<file path="src/rtl/bsu_pkg.sv">
package bsu_pkg;
  typedef enum logic [2:0] {
    SK_LSL = 3'd0,
    SK_LSR = 3'd1,
    SK_ASR = 3'd2,
    SK_ROR = 3'd3,
    SK_RRX = 3'd4
  } shift_kind_e;

  typedef enum logic [1:0] {
    OV_IMM     = 2'd0,
    OV_IMM_SH  = 2'd1,
    OV_REG_SH  = 2'd2,
    OV_INVALID = 2'd3
  } op_variant_e;
endpackage

</file>
<file path="src/rtl/bsu_pc_adjust.sv">
module bsu_pc_adjust #(
  parameter int DATA_W     = 32,
  parameter int WIDE_INSN  = 4,
  parameter int NARROW_INSN = 2
) (
  input  logic [DATA_W-1:0] val_in,
  input  logic              is_pc,
  input  logic              narrow,
  output logic [DATA_W-1:0] val_out
);
  localparam logic [DATA_W-1:0] WIDE_OFS   = DATA_W'(2 * WIDE_INSN);
  localparam logic [DATA_W-1:0] NARROW_OFS = DATA_W'(2 * NARROW_INSN);

  always_comb begin
    if (!is_pc)      val_out = val_in;
    else if (narrow) val_out = val_in + NARROW_OFS;
    else             val_out = val_in + WIDE_OFS;
  end
endmodule

</file>
<file path="src/rtl/bsu_shift_core.sv">
module bsu_shift_core
  import bsu_pkg::*;
#(
  parameter int DATA_W = 32,
  parameter int AMT_W  = 8
) (
  input  logic [2:0]        kind,
  input  logic [DATA_W-1:0] val,
  input  logic [AMT_W-1:0]  amt,
  input  logic              cin,
  output logic [DATA_W-1:0] res,
  output logic              cout
);
  localparam int W2   = 2 * DATA_W;
  localparam int SH_W = $clog2(DATA_W);

  logic              amt_zero;
  logic              amt_big;
  logic [W2-1:0]     lsl_wide;
  logic [DATA_W:0]   lsr_nar;
  logic [DATA_W:0]   asr_nar;
  logic [W2-1:0]     ror_wide;
  logic [SH_W-1:0]   ror_amt;

  assign amt_zero = (amt == '0);
  assign amt_big  = (int'(amt) > DATA_W);
  assign ror_amt  = amt[SH_W-1:0];

  // wide vectors hold the bit that leaves the word, which becomes the carry
  assign lsl_wide = {{DATA_W{1'b0}}, val} << amt;
  assign lsr_nar  = {val, 1'b0} >> amt;
  assign asr_nar  = $unsigned($signed({val, 1'b0}) >>> amt);
  assign ror_wide = {val, val} >> ror_amt;

  always_comb begin
    res  = val;
    cout = cin;
    case (kind)
      SK_LSL: begin
        if (amt_big) begin
          res  = '0;
          cout = 1'b0;
        end else if (!amt_zero) begin
          res  = lsl_wide[DATA_W-1:0];
          cout = lsl_wide[DATA_W];
        end
      end
      SK_LSR: begin
        if (amt_big) begin
          res  = '0;
          cout = 1'b0;
        end else if (!amt_zero) begin
          res  = lsr_nar[DATA_W:1];
          cout = lsr_nar[0];
        end
      end
      SK_ASR: begin
        if (amt_big) begin
          res  = {DATA_W{val[DATA_W-1]}};
          cout = val[DATA_W-1];
        end else if (!amt_zero) begin
          res  = asr_nar[DATA_W:1];
          cout = asr_nar[0];
        end
      end
      SK_ROR: begin
        if (!amt_zero) begin
          res  = ror_wide[DATA_W-1:0];
          cout = ror_wide[DATA_W-1];
        end
      end
      SK_RRX: begin
        res  = {cin, val[DATA_W-1:1]};
        cout = val[0];
      end
      default: begin
        res  = '0;
        cout = cin;
      end
    endcase
  end
endmodule

</file>
<file path="src/rtl/barrel_shift_unit.sv">
module barrel_shift_unit
  import bsu_pkg::*;
#(
  parameter int DATA_W = 32,
  parameter int AMT_W  = 8
) (
  input  logic              clk,
  input  logic              rst,
  input  logic [1:0]        variant,
  input  logic [2:0]        shift_kind,
  input  logic [DATA_W-1:0] operand,
  input  logic [AMT_W-1:0]  amount,
  input  logic              src_is_pc,
  input  logic              narrow_isa,
  input  logic              carry_in,
  output logic [DATA_W-1:0] result,
  output logic              carry_out
);
  logic [DATA_W-1:0] src_adj;
  logic [DATA_W-1:0] sh_res;
  logic              sh_cout;
  logic [DATA_W-1:0] nxt_res;
  logic              nxt_cout;

  bsu_pc_adjust #(.DATA_W(DATA_W)) u_pc_adj (
    .val_in (operand),
    .is_pc  (src_is_pc),
    .narrow (narrow_isa),
    .val_out(src_adj)
  );

  bsu_shift_core #(.DATA_W(DATA_W), .AMT_W(AMT_W)) u_core (
    .kind(shift_kind),
    .val (src_adj),
    .amt (amount),
    .cin (carry_in),
    .res (sh_res),
    .cout(sh_cout)
  );

  always_comb begin
    case (op_variant_e'(variant))
      OV_IMM: begin
        nxt_res  = operand;
        nxt_cout = carry_in;
      end
      OV_IMM_SH, OV_REG_SH: begin
        nxt_res  = sh_res;
        nxt_cout = sh_cout;
      end
      default: begin
        nxt_res  = '1;
        nxt_cout = carry_in;
      end
    endcase
  end

  always_ff @(posedge clk) begin
    if (rst) begin
      result    <= '0;
      carry_out <= 1'b0;
    end else begin
      result    <= nxt_res;
      carry_out <= nxt_cout;
    end
  end
endmodule

</file>
<file path="config.mk">
export PLATFORM = sky130hd
export DESIGN_NAME = barrel_shift_unit
export DESIGN_NICKNAME = d
export VERILOG_FILES = /design/src/rtl/bsu_pkg.sv /design/src/rtl/bsu_pc_adjust.sv /design/src/rtl/bsu_shift_core.sv /design/src/rtl/barrel_shift_unit.sv
export SDC_FILE = /design/constraint.sdc
export NUM_CORES = 1
export LEC_CHECK = 0
export ABC_AREA = 1
export BUFFER_PORTS_ARGS = -buffer_cell sky130_fd_sc_hd__buf_2
export CAP_MARGIN = 20
export CORE_ASPECT_RATIO = 1.1
export CORE_MARGIN = 5
export CORE_UTILIZATION = 55
export CTS_BUF_LIST = sky130_fd_sc_hd__clkbuf_16
export DETAILED_ROUTE_END_ITERATION = 12
export MAX_ROUTING_LAYER = met4
export PLACE_DENSITY = 0.77
export SETUP_SLACK_MARGIN = 0.5
export SYNTH_ARGS = -nofsm -noshare
export SYNTH_HDL_FRONTEND = slang
export SYNTH_SLANG_ARGS = --single-unit
export TNS_END_PERCENT = 5
</file>
<file path="constraint.sdc">
create_clock -name clk -period 2.4 [get_ports clk]
set_input_delay 0.48 -clock clk [delete_from_list [all_inputs] [get_ports clk]]
set_output_delay 0.48 -clock clk [all_outputs]
set_load 0.1 [all_outputs]
</file>
==> summary.md, run 1 <==
| Metric | Value |
|---|---|
| Status | `stopped before the end` |
| Last step reached | `global routing` |
| Stop Error | `[ERROR GRT-0232] Routing congestion too high. Check the congestion heatmap in the GUI.` |
| Die Y | `between 100 and 150 um` |
| Worst_ep kind | `sequential cell input` |
| GRT Total Usage | `0.645` |
| # hold bufs at CTS | `0` |
| Row cnt | `a little over 50` |
| DP Cell Count | `2436` |
| Cell taking the most area after synthesis | `nand2_1` |
| Synthesized net count | `1983` |
| Synth area leaders | `nand2_1 (28%), nand3_1 (25%), dfxtp_1 (6.8%)` |
| Mapped Cells | `1929` |
| Mapped Area | `9760 um^2` |
| Largest family of logic cells by synthesized area | `simple AND/OR/NAND/NOR gates` |
| Clk buf depth | `2` |
| Register area share after synthesis | `0.0677` |
| Post-synth ARST share | `0` |
| Synth unique cells | `56` |
| Post-synthesis adder-cell area fraction | `0.00513` |
| IO Port Bufs | `between 80 and 90` |
| Post-synthesis xor/xnor area fraction | `0.00346` |
| Syn Area/Cell | `5.06 um^2` |
| Die Width | `roughly 140 um` |
| GP Congestion | `between 1 and 1.5` |
| Post-synthesis simple-gate area fraction | `0.664` |
| Remaining global-route overflow | `6` |
| Post-synth top area share | `0.275` |
| Multiplexer area fraction after synthesis | `0` |
| # clock sinks | `33` |
| Starting Density | `0.556` |
| Syn. warnings | `0` |
| Compound-Gate Fraction of Synth Area | `0.142` |
| Post-DP HPWL | `42200 um` |
| Post-synth EDFFs | `0` |
| Htree depth | `2` |
| Register bit total from synthesis | `33` |
| Worst_ep grt | `result[6]$_SDFF_PP0_/D` |
| Commonest register cell after synthesis | `dfxtp_1` |
| Pin count of the biggest net entering global routing | `76` |
| CTS buffer count | `5` |
| IO Count | `just over 80` |
| CTS root buf | `clkbuf_16` |
==> layer usage <==
layer | global-route usage | overflow
met1 | 0.667 | 0
met2 | 0.815 | 4
met3 | 0.425 | 0
met4 | 0.569 | 2
met5 | - | -
==> metrics by stage <==
stage	worst slack, ns	cell area (um^2)	util	TNS (ns)	hold WS [ns]
detailed placement	-0.852	12500	0.711	-23.25	0.874
CTS	-0.315	13100	0.746	-8.27	0.607
floorplan	0.0344	9810	-	0	0.674
global placement	-0.818	12500	0.711	-21.68	0.867
==> logic make-up after synthesis <==
| group | after synthesis |
|---|---|
| xor gates and xnor gates | 3 |
| adders and majority gates | 4 |
| DFF | 33 |
| AOI/OAI and AO/OA | 239 |
| buffers and inverters | 236 |
| and+or+nand+nor | 1414 |
==> cell usage after synthesis (18+ instances only) <==
cell type	count
nand2_2	28
nand3_1	479
dfxtp_1	33
nand4_1	37
o21ai_0	51
buf_2	45
buf_1	18
nand3_2	19
clkbuf_1	27
a21oi_1	116
inv_1	97
nor2_1	83
o211ai_1	19
nand2_1	716
==> what timing repair did <==
item | CTS
buffers inserted | 5
setup endpoints to repair | 33
resized for setup | 125
pin swaps | 36
==> run 2, diff against run 1 <==
--- a/config.mk
+++ b/config.mk
@@ -8,14 +8,10 @@
 export ABC_AREA = 1
 export BUFFER_PORTS_ARGS = -buffer_cell sky130_fd_sc_hd__buf_2
 export CAP_MARGIN = 20
-export CORE_ASPECT_RATIO = 1.1
 export CORE_MARGIN = 5
-export CORE_UTILIZATION = 55
-export CTS_BUF_LIST = sky130_fd_sc_hd__clkbuf_16
+export CORE_UTILIZATION = 40
 export DETAILED_ROUTE_END_ITERATION = 12
-export MAX_ROUTING_LAYER = met4
-export PLACE_DENSITY = 0.77
-export SETUP_SLACK_MARGIN = 0.5
+export PLACE_DENSITY_LB_ADDON = 0.15
 export SYNTH_ARGS = -nofsm -noshare
 export SYNTH_HDL_FRONTEND = slang
 export SYNTH_SLANG_ARGS = --single-unit
==> constraint.sdc (replaced) <==
create_clock -name clk -period 3.12 [get_ports clk]
set_input_delay 0.624 -clock clk [delete_from_list [all_inputs] [get_ports clk]]
set_output_delay 0.624 -clock clk [all_outputs]
set_load 0.1 [all_outputs]
==> run 2 against run 1 <==
Effect of this change: the flow now finishes, with violations (negative setup slack); area after synthesis unchanged; synthesized cell count unchanged.
==> summary.md, run 2 <==
| Metric | Value |
|---|---|
| CP max FO | `7` |
| DP Area | `between 10000 and 15000 um^2` |
| Post-synth top area share | `0.275` |
| Layout cells sized above 1 | `0.318` |
| Cell taking the most area after synthesis | `nand2_1` |
| Starting Density | `0.404` |
| Largest Register | `result` |
| WHS Path Cells | `3` |
| Post-synth ARST share | `0` |
| Core Region | `around 24000 um^2` |
| Synthesized net count | `a little under 2000` |
| Failing checks | `negative setup slack` |
| Pin count of the biggest net entering global routing | `between 80 and 90` |
| Element type at the critical path end | `flip-flop` |
| Max reg flops | `32` |
| VDD IR max | `slightly above 0.2 mV` |
| Commonest register cell after synthesis | `dfxtp_1` |
| Commonest non-fill, non-tap cells in the layout | `nand2_1 (643), nand3_1 (438), buf_4 (311)` |
| Post-synth EDFFs | `0` |
| Final layout net count | `2282` |
| Total number of vias | `about 16000` |
| Post-layout instance area | `13600 um^2` |
| Area growth from synthesis to layout | `39.2%` |
| Count leader, synth | `nand2_1` |
| DRC violations left | `0` |
| Biggest regs | `result: 32 flops, carry_out: 1 flops` |
| GP Congestion | `roughly 1.1` |
| Min setup slack post-route | `-0.0644 ns` |
| # clock sinks | `33` |
| Commonest non-fill, non-tap cell in the layout | `nand2_1` |
| Power per cell area | `approximately 250 nW/um^2` |
| CP Class | `input port to flip-flop` |
| Synth unique cells | `between 50 and 60` |
| Vias in the first global route | `approximately 14000` |
| GRT Total Usage | `0.420` |
| Final wirelength | `~62000 um` |
| DRT iter0 DRCs | `roughly 2300` |
| IO Count | `between 80 and 90` |
| Min cycle time layout | `3.18 ns` |
| Pre-CTS setup slack | `-0.672 ns` |
| Leakage | `around 0.0067 uW` |
| Max frequency | `approximately 310 MHz` |
| Vias/cell | `6.21` |
| Tightest Hold Check Type | `input port to flip-flop` |
| TritonRoute pass-1 iters | `7` |
| Remaining antenna violation count after routing | `0` |
| Htree depth | `2` |
| IO Port Bufs | `a little over 80` |
| # hold bufs at CTS | `0` |
| Mapped Area | `approximately 10000 um^2` |
| CTS root buf | `clkbuf_16` |
| Row cnt | `57` |
| Worst-path clk slew | `0.08 ns` |
| Critical Path Start Type | `input port` |
| First-pass GRT wire length | `89700 um` |
| Max-Cap Viols | `0` |
| TritonCTS clock tree | `done` |
| Syn. warnings | `0` |
| Post-DP HPWL | `between 40000 and 50000 um` |
| Clk buf depth | `2` |
| Syn Area/Cell | `~5.1 um^2` |
| Slew Viols, Final | `0` |
| Mapped Cells | `just under 2000` |
| Period utilization | `1.02` |
| Register area share after synthesis | `0.0677` |
| Die Width | `roughly 170 um` |
| Synth cell count leaders | `nand2_1 (716), nand3_1 (479), a21oi_1 (116)` |
| Origin of the worst setup path | `operand[4]` |
| Die Y | `around 170 um` |
| Required time of the worst setup path | `approximately 3.4 ns` |
| Final hold vios | `0` |
| Status | `complete, but fails checks` |
| CTS buffer count | `5` |
| Register bit total from synthesis | `33` |
| Synth area leaders | `nand2_1 (28%), nand3_1 (25%), dfxtp_1 (6.8%)` |
| Critical Path AT | `around 3.4 ns` |
| Worst Max-Slew Pin Slew | `around 0.93 ns` |
| Final setup violation count | `2` |
| RSZ-0062 raised after global routing | `true` |
| Initial antenna violation count | `3` |
| Die Area | `27600 um^2` |
| DR WL/cell | `between 20 and 25 um` |
| Remaining global-route overflow | `0` |
| Relative slew margins | `0.378` |
| Crit path to | `result[7]$_SDFF_PP0_` |
[run 2: cell counts after synthesis]
Identical to the previous run, type by type.
[run 2: how the worst min path moves through the flow]
| stage | endpoint | from |
|---|---|---|
| after floorplan | result[2]$_SDFF_PP0_ | operand[2] |
| after global placement | result[19]$_SDFF_PP0_ | operand[19] |
| after detailed placement | result[19]$_SDFF_PP0_ | operand[19] |
| after CTS | result[19]$_SDFF_PP0_ | operand[19] |
| after global routing | result[19]$_SDFF_PP0_ | operand[19] |
| final | result[19]$_SDFF_PP0_ | operand[19] |
[run 2: timing repair]
item,CTS,global route
endpoints found under the hold margin,0,0
gates resized for setup,41,188
endpoints found under the setup margin,23,33
setup buffers,4,13
pin swaps,8,74
[run 2: worst max-delay path, stage by stage]
cell and delay (ns):
buf_4 0.11, ha_4 0.15, nand3_4 0.09, inv_2 0.08, nand2_4 0.09, nor2_8 0.18, buf_12 0.13, nand3_4 0.06
nand2_4 0.11, nand3_4 0.22, buf_6 0.21, buf_4 0.13, buf_4 0.13, nand3_1 0.09, nand2_2 0.08, o211ai_1 0.20
nand4_1 0.26, nand3_2 0.24, nand2_2 0.08, a21oi_2 0.15
[run 2: per-stage QoR]
step	TNS, ns	std cells	util	hold WS, ns	power [uW]
4_1_cts	-0.233	2540	0.532	0.700	3180
5_1_grt	-1.53	2553	0.562	0.738	3510
6_report	-0.123	2555	0.562	0.700	3380
2_1_floorplan	0	1929	-	0.818	1760
3_3_place_gp	-10.63	2528	0.519	1.01	2640
3_5_place_dp	-10.83	2528	0.519	1.00	2640
[run 2: layout make-up]
class                           count  area (um^2)
Fill cell                        2601        10600
Multi-Input combinational cell   1660         8670
Timing Repair Buffer              420         3290
Sequential cell                    33          661
Inverter                          108          418
Tap cell                          324          405
Clock buffer                        5          125
Clock inverter                      3         17.5
Antenna cell                        2         5.00
[run 2: kinds of logic after synthesis]
logic type | after synthesis | share of synthesized area
XOR/XNOR | 3 | 0.00346
AND/OR/NAND/NOR | 1414 | 0.664
adder cells (fa/ha/maj) | 4 | 0.00513
buffers and inverters | 236 | 0.118
flip-flops | 33 | 0.0677
AO/OA/AOI/OAI | 239 | 0.142
[run 2: report_power, final]
group	switching (uW)	total, uW	internal, uW
clock network	229	523	294
logic	1620	2390	764
registers	13.2	468	455
[run 2: per-layer routing]
metal / GRT usage / part of all wire / up-vias
met5: 0 / 0.00034 / -
met4: 0.287 / 0.094 / 4
met3: 0.121 / 0.13 / 326
met2: 0.622 / 0.41 / 1309
met1: 0.525 / 0.37 / 7146
li1: - / - / 7091
Note: power is estimated with default switching activity, not from simulation.
